==> src/rtl/sonar_ping_pkg.sv <==
package sonar_ping_pkg;

    // Counter width that stays legal for a limit of one.
    function automatic int cnt_width(input int limit);
        return (limit <= 1) ? 1 : $clog2(limit);
    endfunction

    // Integer number of clock cycles in one period of a rate.
    function automatic int cycles_per(input int clk_hz, input int rate_hz);
        return clk_hz / rate_hz;
    endfunction

    typedef enum logic {
        SEQ_IDLE  = 1'b0,
        SEQ_DRIVE = 1'b1
    } seq_state_e;

    // State that the sequencer hands to the output stage.
    typedef struct packed {
        seq_state_e state;      // idle or driving
        logic       odd_half;   // current half index is odd
    } tone_phase_t;

    // The drive pair on the output pins.
    typedef struct packed {
        logic pos;
        logic neg;
    } drive_pair_t;

    localparam drive_pair_t DRIVE_IDLE = '{pos: 1'b0, neg: 1'b0};

endpackage

==> src/rtl/sonar_rep_timer.sv <==
module sonar_rep_timer #(
    parameter int REP_CYC = 20000
) (
    input  logic clk,
    input  logic rst,
    output logic fire
);
    localparam int RW = sonar_ping_pkg::cnt_width(REP_CYC);
    localparam logic [RW-1:0] LAST = RW'(REP_CYC - 1);

    logic [RW-1:0] cnt;

    always_ff @(posedge clk) begin
        if (rst) begin
            cnt <= '0;
        end else if (cnt == LAST) begin
            cnt <= '0;
        end else begin
            cnt <= cnt + 1'b1;
        end
    end

    assign fire = !rst && (cnt == LAST);

    AST_REP_RANGE: assert property (@(posedge clk) disable iff (rst)
        cnt <= LAST);
    AST_REP_WRAP: assert property (@(posedge clk) disable iff (rst)
        fire |=> (cnt == '0));

endmodule

==> src/rtl/sonar_tone_seq.sv <==
module sonar_tone_seq
    import sonar_ping_pkg::*;
#(
    parameter int HALF_CYC   = 10,
    parameter int NUM_HALVES = 16
) (
    input  logic        clk,
    input  logic        rst,
    input  logic        fire,
    output tone_phase_t phase,
    output logic        started,
    output logic        finished
);
    localparam int HW = cnt_width(HALF_CYC);
    localparam int IW = cnt_width(NUM_HALVES);
    localparam logic [HW-1:0] HALF_LAST = HW'(HALF_CYC - 1);
    localparam logic [IW-1:0] IDX_LAST  = IW'(NUM_HALVES - 1);

    seq_state_e    state;
    logic [HW-1:0] hcnt;
    logic [IW-1:0] hidx;
    logic          half_end;
    logic          last_half;

    assign half_end  = (state == SEQ_DRIVE) && (hcnt == HALF_LAST);
    assign last_half = (hidx == IDX_LAST);

    always_ff @(posedge clk) begin
        if (rst) begin
            state    <= SEQ_IDLE;
            hcnt     <= '0;
            hidx     <= '0;
            started  <= 1'b0;
            finished <= 1'b0;
        end else begin
            started  <= 1'b0;
            finished <= 1'b0;
            case (state)
                SEQ_IDLE: begin
                    if (fire) begin
                        state   <= SEQ_DRIVE;
                        hcnt    <= '0;
                        hidx    <= '0;
                        started <= 1'b1;
                    end
                end
                SEQ_DRIVE: begin
                    if (half_end) begin
                        hcnt <= '0;
                        if (last_half) begin
                            state    <= SEQ_IDLE;
                            hidx     <= '0;
                            finished <= 1'b1;
                        end else begin
                            hidx <= hidx + 1'b1;
                        end
                    end else begin
                        hcnt <= hcnt + 1'b1;
                    end
                end
                default: state <= SEQ_IDLE;
            endcase
        end
    end

    assign phase.state    = state;
    assign phase.odd_half = hidx[0];

    AST_HALF_RANGE: assert property (@(posedge clk) disable iff (rst)
        hcnt <= HALF_LAST);
    AST_IDX_RANGE: assert property (@(posedge clk) disable iff (rst)
        hidx <= IDX_LAST);
    AST_END_ON_ODD: assert property (@(posedge clk) disable iff (rst)
        (half_end && last_half) |-> hidx[0]);

endmodule

==> src/rtl/sonar_drive_stage.sv <==
module sonar_drive_stage
    import sonar_ping_pkg::*;
(
    input  tone_phase_t phase,
    output drive_pair_t drive
);
    always_comb begin
        drive = DRIVE_IDLE;
        if (phase.state == SEQ_DRIVE) begin
            drive.pos = !phase.odd_half;
            drive.neg = phase.odd_half;
        end
    end
endmodule

==> src/rtl/sonar_ping_gen.sv <==
module sonar_ping_gen
    import sonar_ping_pkg::*;
#(
    parameter int CLK_HZ  = 125_000_000,
    parameter int TONE_HZ = 40_000,
    parameter int PULSES  = 8,
    parameter int REP_HZ  = 40
) (
    input  logic clk,
    input  logic rst,
    output logic tx_pos,
    output logic tx_neg,
    output logic burst_start,
    output logic burst_done
);
    localparam int HALF_CYC   = cycles_per(CLK_HZ, 2 * TONE_HZ);
    localparam int NUM_HALVES = 2 * PULSES;
    localparam int REP_CYC    = cycles_per(CLK_HZ, REP_HZ);

    logic        fire;
    tone_phase_t phase;
    drive_pair_t drive;

    sonar_rep_timer #(.REP_CYC(REP_CYC)) u_timer (
        .clk  (clk),
        .rst  (rst),
        .fire (fire)
    );

    sonar_tone_seq #(.HALF_CYC(HALF_CYC), .NUM_HALVES(NUM_HALVES)) u_seq (
        .clk      (clk),
        .rst      (rst),
        .fire     (fire),
        .phase    (phase),
        .started  (burst_start),
        .finished (burst_done)
    );

    sonar_drive_stage u_drive (
        .phase (phase),
        .drive (drive)
    );

    assign tx_pos = drive.pos;
    assign tx_neg = drive.neg;

    AST_TX_OPPOSITE: assert property (@(posedge clk) disable iff (rst)
        (phase.state == SEQ_DRIVE) |-> (tx_pos != tx_neg));
    AST_IDLE_LOW: assert property (@(posedge clk) disable iff (rst)
        (phase.state == SEQ_IDLE) |-> (!tx_pos && !tx_neg));
    AST_NO_OVERLAP: assert property (@(posedge clk) disable iff (rst)
        fire |-> (phase.state == SEQ_IDLE));
    AST_START_PULSE: assert property (@(posedge clk) disable iff (rst)
        burst_start |=> !burst_start);
    AST_START_EDGE: assert property (@(posedge clk) disable iff (rst)
        burst_start |-> (tx_pos && !$past(tx_pos)));
    AST_DONE_PULSE: assert property (@(posedge clk) disable iff (rst)
        burst_done |=> !burst_done);
    AST_DONE_FULL: assert property (@(posedge clk) disable iff (rst)
        burst_done |-> (!tx_pos && !tx_neg && $past(tx_neg) && !$past(tx_pos)));

endmodule

==> config.mk <==
export PLATFORM = sky130hd
export DESIGN_NAME = sonar_ping_gen
export DESIGN_NICKNAME = d
export VERILOG_FILES = /design/src/rtl/sonar_ping_pkg.sv /design/src/rtl/sonar_rep_timer.sv /design/src/rtl/sonar_tone_seq.sv /design/src/rtl/sonar_drive_stage.sv /design/src/rtl/sonar_ping_gen.sv
export SDC_FILE = /design/constraint.sdc
export NUM_CORES = 1
export LEC_CHECK = 0
export CORE_AREA = 2 2 63 65
export DETAILED_ROUTE_END_ITERATION = 12
export DIE_AREA = 0 0 65 67
export GPL_TIMING_DRIVEN = 0
export PLACE_DENSITY = 0.72
export RECOVER_POWER = 25
export SLEW_MARGIN = 20
export SYNTH_ARGS = -nofsm -noshare
export SYNTH_HDL_FRONTEND = slang
export SYNTH_SLANG_ARGS = --single-unit
==> constraint.sdc <==
create_clock -name clk -period 2.16 [get_ports clk]
set_input_delay 0.648 -clock clk [delete_from_list [all_inputs] [get_ports clk]]
set_output_delay 0.648 -clock clk [all_outputs]
set_load 0.02 [all_outputs]
Yosys cells after proc, flatten, opt, wreduce, memory -nomap -nowiden
Index checks and enable logic that the tools add are counted.
{ "word_totals": {"ff_bits": 40, "latch_bits": 0, "ramBits": 0, "rom_bits": 0, "elab_cells": 37, "n_memories": 0} }
{ "op_classes": {"n_addsub": 3, "n_mul": 0, "n_div": 0, "order_cmp": 0, "eq_ne": 5, "shift": 0, "n_mux": 13, "n_bitwise": 2, "n_reduce_logical": 8} }
{ "ops": {"columns": ["operator", "count"], "rows": [
  ["$add A22 B1 Y22 const B", 1],
  ["$eq A22 B22 Y1 const B", 1],
  ["$mux W11", 2],
  ["$pmux W11 S2", 1],
  ["$mux W4", 3],
  ["$add A11 B1 Y11 const B", 1],
  ["$eq A11 B11 Y1 const B", 1],
  ["$pmux W4 S2", 1],
  ["$add A4 B1 Y4 const B", 1],
  ["$eq A4 B4 Y1 const B", 1],
  ["$mux W1", 4],
  ["$ne A2 B2 Y1 const B", 2],
  ["$reduce_or A2 Y1", 2],
  ["$reduce_or A3 Y1", 1],
  ["$logic_and A1 B1 Y1", 2],
  ["$logic_not A1 Y1", 2],
  ["$mux W2", 1],
  ["$not A1 Y1", 2],
  ["$pmux W1 S2", 1],
  ["$reduce_and A2 Y1", 1]
]} }

Logic depth before layout (Yosys ltp)
Gate-level depths: netlist (run 1).
{ "logic_depth": {"word_depth": 4, "ltp_mapped": 7, "mapped_depth_nobuf": 6} }

By module
From an unflattened synthesis (run 1), not the netlist that was laid out.
{ "unflattened": {"hier_cells": 225, "area_unflattened_um2": 1985.7} }
{ "modules_own_cells": {"columns": ["module", "instances", "cells_each", "area_each_um2"], "rows": [
  ["sonar_rep_timer", 1, 121, 1049.8],
  ["sonar_tone_seq", 1, 102, 919.6],
  ["sonar_drive_stage", 1, 2, 16.3]
]} }

Worst setup path before layout (run 1)
Ideal clock, no wire load.
{ "synth_timing": {"path_type": "register to register", "start": "reg u_timer.cnt[7]", "end": "reg u_seq.hcnt[3]", "setup_ns": 0.122, "t_arrival_ns": 1.969, "t_required_ns": 2.038, "path_slack_ns": 0.069, "stages_incl_launch_ff": 6, "synth_period_minus_slack_ns": 2.091, "cell_sequence": "dfxtp_1 > or4b_1 > or4_1 > buf_2 > o21a_1 > a221o_1"} }
{ "synth_via": {"elab_chain_cells": 3} }
{ "synth_rtl": {"columns": ["item", "line", "source"], "rows": [
  ["from (decl)", "sonar_rep_timer.sv:11", "logic [RW-1:0] cnt;"],
  ["from (signal assigned)", "sonar_rep_timer.sv:19", "cnt <= cnt + 1'b1;"],
  ["$eq A22 B22 Y1", "sonar_rep_timer.sv:23", "assign fire = !rst && (cnt == LAST);"],
  ["$logic_and A1 B1 Y1", "sonar_rep_timer.sv:23", null],
  ["$ne A2 B2 Y1 (no source line)", null, null],
  ["to (signal assigned)", "sonar_tone_seq.sv:58", "hcnt <= hcnt + 1'b1;"],
  ["to (decl)", "sonar_tone_seq.sv:20", "logic [HW-1:0] hcnt;"]
]} }
Every way passes these cells.
A chain may end at the register's enable or synchronous reset.

Final worst setup path (run 1)
{ "layout_timing": {"start": "reg u_timer.cnt[4]", "end": "reg u_seq.hcnt[3]"} }
Same word-level chain as after synthesis.

==> metrics.md, run 1 <==
| Metric | Value |
|---|---|
| Post-synthesis mux area share | `0.523%` |
| CP max FO | `8` |
| # port buffers | `5` |
| Post-synthesis average cell area | `8.47 um2` |
| Post-Syn Instances | `226` |
| Worst Setup End Kind | `flop` |
| Seq/Total Area, Yosys | `41.8%` |
| Post-CTS Hold Fix Bufs | `0` |
| Flops & latches, synth | `40` |
| GRT Overall Usage | `20.1%` |
| Reg area | `808 um2` |
| Fin. Hold Viols | `0` |
| Row cnt | `22` |
| Die Ht | `67 um` |
| Leak | `0.703 nW` |
| Initial DRC Count | `128` |
| Synthesis-to-finish area growth | `12.9%` |
| Worst path arrival time | `2.28 ns` |
| Final Wtd Congestion | `0.857` |
| Tot Pwr | `1.24 mW` |
| Power Dens Cells | `576 mW/mm2` |
| Clock sinks | `40` |
| Adder-cell share of the synthesized area | `2.61%` |
| Clock Path Buffers | `2` |
| Slew HR | `64.8%` |
| Initial Util | `53.1%` |
| Clk_lat worst skew | `0.29 ns` |
| Main combinational cell family by area after synthesis | `simple AND/OR/NAND/NOR gates` |
| CP Class | `reg -> reg` |
| CTS buffer count | `5` |
| DRC errors left | `0` |
| Unrepaired setup endpoints after global routing | `no` |
| Total congestion overflow | `0` |
| Number of global-route vias before repair | `1514` |
| Area of the multi-input gates | `0.00107 mm2` |
| Die Span X | `65 um` |
| Worst setup SP type | `flop` |
| CTS root buffer | `clkbuf_8` |
| ANT nets after route | `0` |
| H-Tree Depth | `2` |
| Least-Margin Pin Slew | `0.523 ns` |
| Worst min path class | `reg -> reg` |
| Largest net degree at the start of global routing | `12` |
| DP Area | `0.00202 mm2` |
| Clock transition at path regs | `0.07 ns` |
| Synth Area in Compound Gates | `14.6%` |
| Die area | `0.00436 mm2` |
| Worst Path Required | `2.35 ns` |
| CORE AREA | `0.00361 mm2` |
| Fmax | `477 MHz` |
| Outcome | `completed` |
| Final Cycle Share | `97.1%` |
| Boundary Pins | `6` |
| Mapped Area | `0.00191 mm2` |
| Fill count | `337` |
| CTS tree | `built` |
| Post-synth EDFFs | `0` |
| Final nets | `245` |
| Max-Cap Viols | `0` |
| Post-synth cell types | `46` |
| Final standard cell area without fillers | `0.00216 mm2` |
| Synth Area in XOR/XNOR | `7.78%` |
| TritonRoute pass-1 iters | `4` |
| Simple-Gate Fraction of Synth Area | `28.8%` |
| Max-slew violation count | `0` |
| Final setup violation count | `0` |
| Top FF cell, synth | `dfxtp_1` |
| Antenna cells | `0` |
| VDD IR max | `0.443 mV` |
| Setup_tns | `0 ns` |
| Syn Nets | `232` |
| Detailed placement HPWL | `2660 um` |
| Drt via density | `5.75` |
| Ys Warns | `0` |
| Ratio of cells with drive above 1 in the final layout | `10.0%` |
| Routed wire length | `3880 um` |
| Clock Skew | `0.00824 ns` |
| Vias after detailed routing | `1650` |
| Initial antenna violation count | `0` |
| Routed WL per cell | `13.5 um` |
| FFs w/ async S/R, synth | `0%` |
| Min cycle time layout | `2.10 ns` |
| First-pass GRT wire length | `6730 um` |
==> cell families (layout without fill, tap and decap cells) <==
group           count (synthesis)  in the layout
simple gates                  103            103
buf+inv                        19             32
flops                          40             40
fa+ha+maj                       4              4
mux                             1              1
xor+xnor                       17             17
compound gates                 42             42
==> registers in the layout (all words and copies together), names as in the netlist <==
register        count
u_seq.finished      1
u_seq.hidx          4
u_seq.hcnt         11
u_seq.state         1
u_seq.started       1
u_timer.cnt        22
==> cells in the mapped netlist, types with 2 or more instances <==
cell type / n / area share (%)
a21oi_1: 10 / 2.6
a221o_1: 2 / 1.0
a22o_1: 2 / 0.92
and2_1: 3 / 0.98
and3_1: 4 / 1.3
buf_2: 3 / 0.78
clkbuf_1: 6 / 1.2
dfxtp_1: 40 / 42
ha_1: 4 / 2.6
inv_1: 10 / 2.0
nand2_1: 13 / 2.5
nand3_1: 14 / 3.7
nand4_1: 7 / 2.3
nor2_1: 23 / 4.5
nor3_1: 11 / 2.9
nor4_1: 7 / 2.3
o211ai_1: 2 / 0.78
o21ai_0: 9 / 2.4
o311ai_0: 3 / 1.4
o31a_1: 2 / 0.92
o31ai_1: 3 / 1.2
or3_1: 3 / 0.98
or4_1: 6 / 2.4
or4b_1: 2 / 1.0
xnor2_1: 10 / 4.6
xor2_1: 7 / 3.2
==> layout by cell type, fill, tap and decap left out, types with 4 or more instances in the layout <==
master,instances
clkbuf_1,5
nand2_1,13
nor4_1,7
and3_1,4
nand3_1,14
ha_1,4
dfxtp_1,36
inv_1,10
nand4_1,7
xor2_1,7
nor2_1,23
clkbuf_8,5
a21oi_1,10
xnor2_1,10
o21ai_0,9
buf_4,6
or4_1,4
nor3_1,11
==> routing by layer <==
layer,global-route usage (%),share of wire [%],vias up
li1,-,-,852
met1,26.0,51,768
met2,32.0,44,24
met3,5.07,3.4,6
met4,7.71,1.4,0
met5,0,0,-
==> report_power, final <==
part	switching, mW	internal, mW
logic	0.0180	0.0118
clock network	0.250	0.220
registers	0.00461	0.740
total	0.273	0.972
==> critical path: stages (launching register included) <==
cell and delay [ns]:
dfxtp_1 0.35, or4b_4 0.51, or4_4 0.59, o21a_4 0.24, a221o_1 0.30
==> what timing repair did <==
action	4_1_cts	5_1_grt
pin swaps	2	5
cloned	0	0
setup buffers	0	4
endpoints found under the setup margin	36	23
resized for setup	12	7
==> final timing paths <==
check                       from        endpoint  slack [ns]  cells past startpoint
setup / recovery  u_timer.cnt[4]   u_seq.hcnt[3]        0.06                      4
hold / removal    u_timer.cnt[0]  u_timer.cnt[0]        0.46                      1
setup reg to reg  u_timer.cnt[4]   u_seq.hcnt[3]        0.06                      4
hold reg to reg   u_timer.cnt[0]  u_timer.cnt[0]        0.46                      1
==> final cells by class <==
| class | count | area share (%) |
|---|---|---|
| tap | 48 | 2.78 |
| multi-input combinational | 167 | 49.4 |
| timing repair buffer | 9 | 3.65 |
| clock inverter | 1 | 0.232 |
| buffer | 6 | 1.39 |
| inverter | 10 | 1.74 |
| sequential | 40 | 37.4 |
| clock buffer | 6 | 3.36 |
==> per-stage QoR <==
| stage | utilization (%) | hold WS, ns | instances | setup slack, ns |
|---|---|---|---|---|
| 2_1_floorplan | - | 0.426 | 226 | 0.0691 |
| 3_3_place_gp | 56.1 | 0.444 | 279 | -0.139 |
| 3_5_place_dp | 56.1 | 0.448 | 279 | -0.167 |
| 4_1_cts | 58.9 | 0.464 | 284 | 0.0150 |
| 5_1_grt | 59.9 | 0.516 | 287 | 0.000835 |
| 6_report | 59.9 | 0.464 | 287 | 0.0630 |
Power figures use the tool's default switching activity.
==> run 2, diff against run 1 <==
ABC_AREA = 1   (was not set)
CORE_AREA = 2 2 66 68   (was 2 2 63 65)
DIE_AREA = 0 0 68 70   (was 0 0 65 67)
PLACE_DENSITY = 0.74   (was 0.72)
SLEW_MARGIN = not set   (was 20)
==> metrics.md, run 2 <==
| Metric | Value |
|---|---|
| ANT nets after route | `0 (unchanged)` |
| # port buffers | `5 (unchanged)` |
| Post-synth EDFFs | `0 (unchanged)` |
| Worst Setup End Kind | `output pin` |
| Seq pwr share | `57.6% (-2.2 points)` |
| R2R Setup Slk | `0.31 ns (+0.25 ns)` |
| Die area | `0.00476 mm2 (+9.3%)` |
| Post-Syn Instances | `329 (+46%)` |
| CTS root buffer | `clkbuf_8` |
| Least-Margin Pin Slew | `0.511 ns (-0.0116 ns)` |
| Clock transition at path regs | `0.08 ns (about the same)` |
| Clock share of power | `40.2% (+2.4 points)` |
| Clock sinks | `40 (unchanged)` |
| Vias after detailed routing | `2078 (+26%)` |
| Outcome | `completed` |
| Die Ht | `70 um (+4.5%)` |
| Largest Register | `u_timer.cnt` |
| Post-synthesis average cell area | `6.59 um2 (-22%)` |
| Seq/Total Area, Yosys | `36.9% (-4.9 points)` |
| Synthesis-to-finish area growth | `9.12%` |
| Min cycle time layout | `2.02 ns (-0.0747 ns)` |
| H-Tree Depth | `2 (unchanged)` |
| Clock Skew | `0.0126 ns (+0.00434 ns)` |
| Unrepaired setup endpoints after global routing | `no` |
| Row cnt | `24 (+9.1%)` |
| Max-Cap Viols | `0 (unchanged)` |
| Max FFs per register | `22 (unchanged)` |
| Flops & latches, synth | `40 (unchanged)` |
| Post-CTS Hold Fix Bufs | `0 (unchanged)` |
| TritonRoute pass-1 iters | `4 (unchanged)` |
| Max-slew violation count | `0 (unchanged)` |
| CTS tree | `built` |
| GRT Overall Usage | `22.3% (+2.2 points)` |
| Worst Path Required | `1.51 ns (-0.84 ns)` |
| Mapped Area | `0.00217 mm2 (+13%)` |
| Initial antenna violation count | `0 (unchanged)` |
| CP max FO | `8 (unchanged)` |
| Tot Pwr | `1.30 mW (+4.1%)` |
| Placed cell count | `386 (+38%)` |
| Largest net degree at the start of global routing | `13 (+1)` |
| Post-synth top area share | `36.9% (-4.9 points)` |
| Die Span X | `68 um (+4.6%)` |
| Hold Slack | `0.471 ns (+0.00721 ns)` |
| Regs by FF count | `u_timer.cnt: 22 flops, u_seq.hcnt: 11 flops, u_seq.hidx: 4 flops` |
| Worst path arrival time | `1.37 ns (-0.91 ns)` |
| Boundary Pins | `6 (unchanged)` |
| Final setup violation count | `0 (unchanged)` |
| Comb pwr share | `2.2% (-0.2 points)` |
| Ratio of cells with drive above 1 in the final layout | `6.73% (-3.3 points)` |
| Fin. Hold Viols | `0 (unchanged)` |
| Top cells by count, synth | `72 x nand2_1, 47 x nor2_1, 43 x inv_1` |
| Routed WL per cell | `11.6 um (-14%)` |
| Initial DRC Count | `132 (+3.1%)` |
| Slew HR | `65.9% (+1.1 points)` |
| Clock Path Buffers | `2 (unchanged)` |
| Sw Share | `22.2% (+0.23 points)` |
| Total congestion overflow | `0 (unchanged)` |
| Final Cycle Share | `93.6% (-3.5 points)` |
| DP Area | `0.00228 mm2 (+13%)` |
| Count leader, synth | `nand2_1` |
| Drt via density | `5.27 (-8.3%)` |
| Final standard cell area without fillers | `0.00237 mm2 (+9.5%)` |
| Routed wire length | `4580 um (+18%)` |
| CP Class | `reg -> out` |
| Commonest cells after routing, fill and taps aside | `72 x nand2_1, 47 x nor2_1, 43 x inv_1` |
| Ys Warns | `0 (unchanged)` |
| Worst setup SP type | `flop` |
| Leak | `0.883 nW (+26%)` |
| First-pass GRT wire length | `8330 um (+24%)` |
| Power Dens Cells | `548 mW/mm2 (-4.9%)` |
| Commonest non-fill, non-tap cell in the layout | `nand2_1` |
| Initial Util | `52.3% (-0.76 points)` |
| CORE AREA | `0.00414 mm2 (+15%)` |
| CTS buffer count | `5 (unchanged)` |
| Synth area leader | `dfxtp_1` |
| Post-route insts no fill | `394 (+37%)` |
| Fmax | `494 MHz (+3.7%)` |
| Post-synth cell types | `30 (-35%)` |
| DRC errors left | `0 (unchanged)` |
| Syn Nets | `335 (+44%)` |
| FFs w/ async S/R, synth | `0% (unchanged)` |
| Final Wtd Congestion | `0.919 (+7.3%)` |
| VDD IR max | `0.411 mV (-7.2%)` |
| Switching Power | `0.287 mW (+5.2%)` |
| Clk_lat worst skew | `0.30 ns (about the same)` |
| Setup_tns | `0 ns (unchanged)` |
| Leading post-synthesis cells by cell area | `dfxtp_1 37%, nand2_1 12%, nor2_1 8.1%` |
| Top FF cell, synth | `dfxtp_1` |
| Final nets | `347 (+42%)` |
| Worst min path class | `reg -> reg` |
| Int Pwr | `1.01 mW (+3.8%)` |
| Number of global-route vias before repair | `1963 (+30%)` |
| Antenna cells | `0 (unchanged)` |
| Detailed placement HPWL | `3530 um (+33%)` |
run 2: cell types whose count changed after synthesis, moves of 7 or more:
| cell | delta |
|---|---|
| nand2_1 | +59 |
| inv_1 | +33 |
| nor2_1 | +24 |
| nand3_1 | +18 |
| a21oi_1 | +16 |
| nor4_1 | -7 |
| xnor2_1 | -7 |
run 2: through the flow:
step | utilization [%] | setup slack [ns]
after floorplan | - | 0.668
after global placement | 55.1 | 0.0188
after detailed placement | 55.1 | 0.00707
after CTS | 57.3 | 0.00336
after global routing | 57.1 | 0.0123
final | 57.1 | 0.138
run 2: logic make-up (layout without fill, tap and decap cells):
| group | after synthesis | count (layout) | synth area share [%] |
|---|---|---|---|
| compound gates | 39 | 39 | 9.35 |
| buf+inv | 51 | 64 | 9.06 |
| flops | 40 | 40 | 36.9 |
| xor+xnor | 4 | 4 | 1.62 |
| fa+ha+maj | 4 | 4 | 2.31 |
| simple gates | 191 | 191 | 40.7 |
run 2: final timing paths:
path | startpoint | endpoint | cells after the start
max reg2reg | u_timer.cnt[0] | u_seq.hcnt[3] | 10
min reg2reg | u_timer.cnt[21] | u_timer.cnt[21] | 2
min | u_timer.cnt[21] | u_timer.cnt[21] | 2
max | u_seq.state | tx_pos | 4
run 2: worst max-delay path, stage by stage, from the launching register on:
cell and delay (ns):
dfxtp_1 0.31, buf_2 0.18, inv_1 0.13, nor2_1 0.14
clkdlybuf4s15_1 0.32
run 2: power by group through the flow:
| stage | Sequential (mW) | Clock (mW) | Combinational (mW) |
|---|---|---|---|
| after floorplan | 0.763 | 0 | 0.0198 |
| after global placement | 0.764 | 0 | 0.0288 |
| after detailed placement | 0.765 | 0 | 0.0292 |
| after CTS | 0.747 | 0.534 | 0.0293 |
| after global routing | 0.748 | 0.568 | 0.0331 |
| final | 0.747 | 0.521 | 0.0282 |
run 2: cell type report:
type	count	area [um2]
fillers	428	1780
multi-input cells	238	1170
flip-flops and latches	40	801
inverters	45	169
clock buffers	7	86.3
well taps	52	65.1
repair buffers	5	43.8
plain buffers	6	27.5
clock inverters	1	7.51
run 2: metal layers:
metal / up-vias / global-route usage (%) / share of wire (%)
met5: - / 0 / 0
met4: 0 / 6.89 / 1.3
met3: 10 / 4.67 / 4.0
met2: 34 / 36.8 / 47
met1: 938 / 28.6 / 47
li1: 1096 / - / -
run 2: timing repair:
action | 4_1_cts | 5_1_grt
hold endpoints to repair | 0 | 0
gates resized for setup | 1 | 2
setup buffers | 0 | 0
setup endpoints to repair | 1 | 2
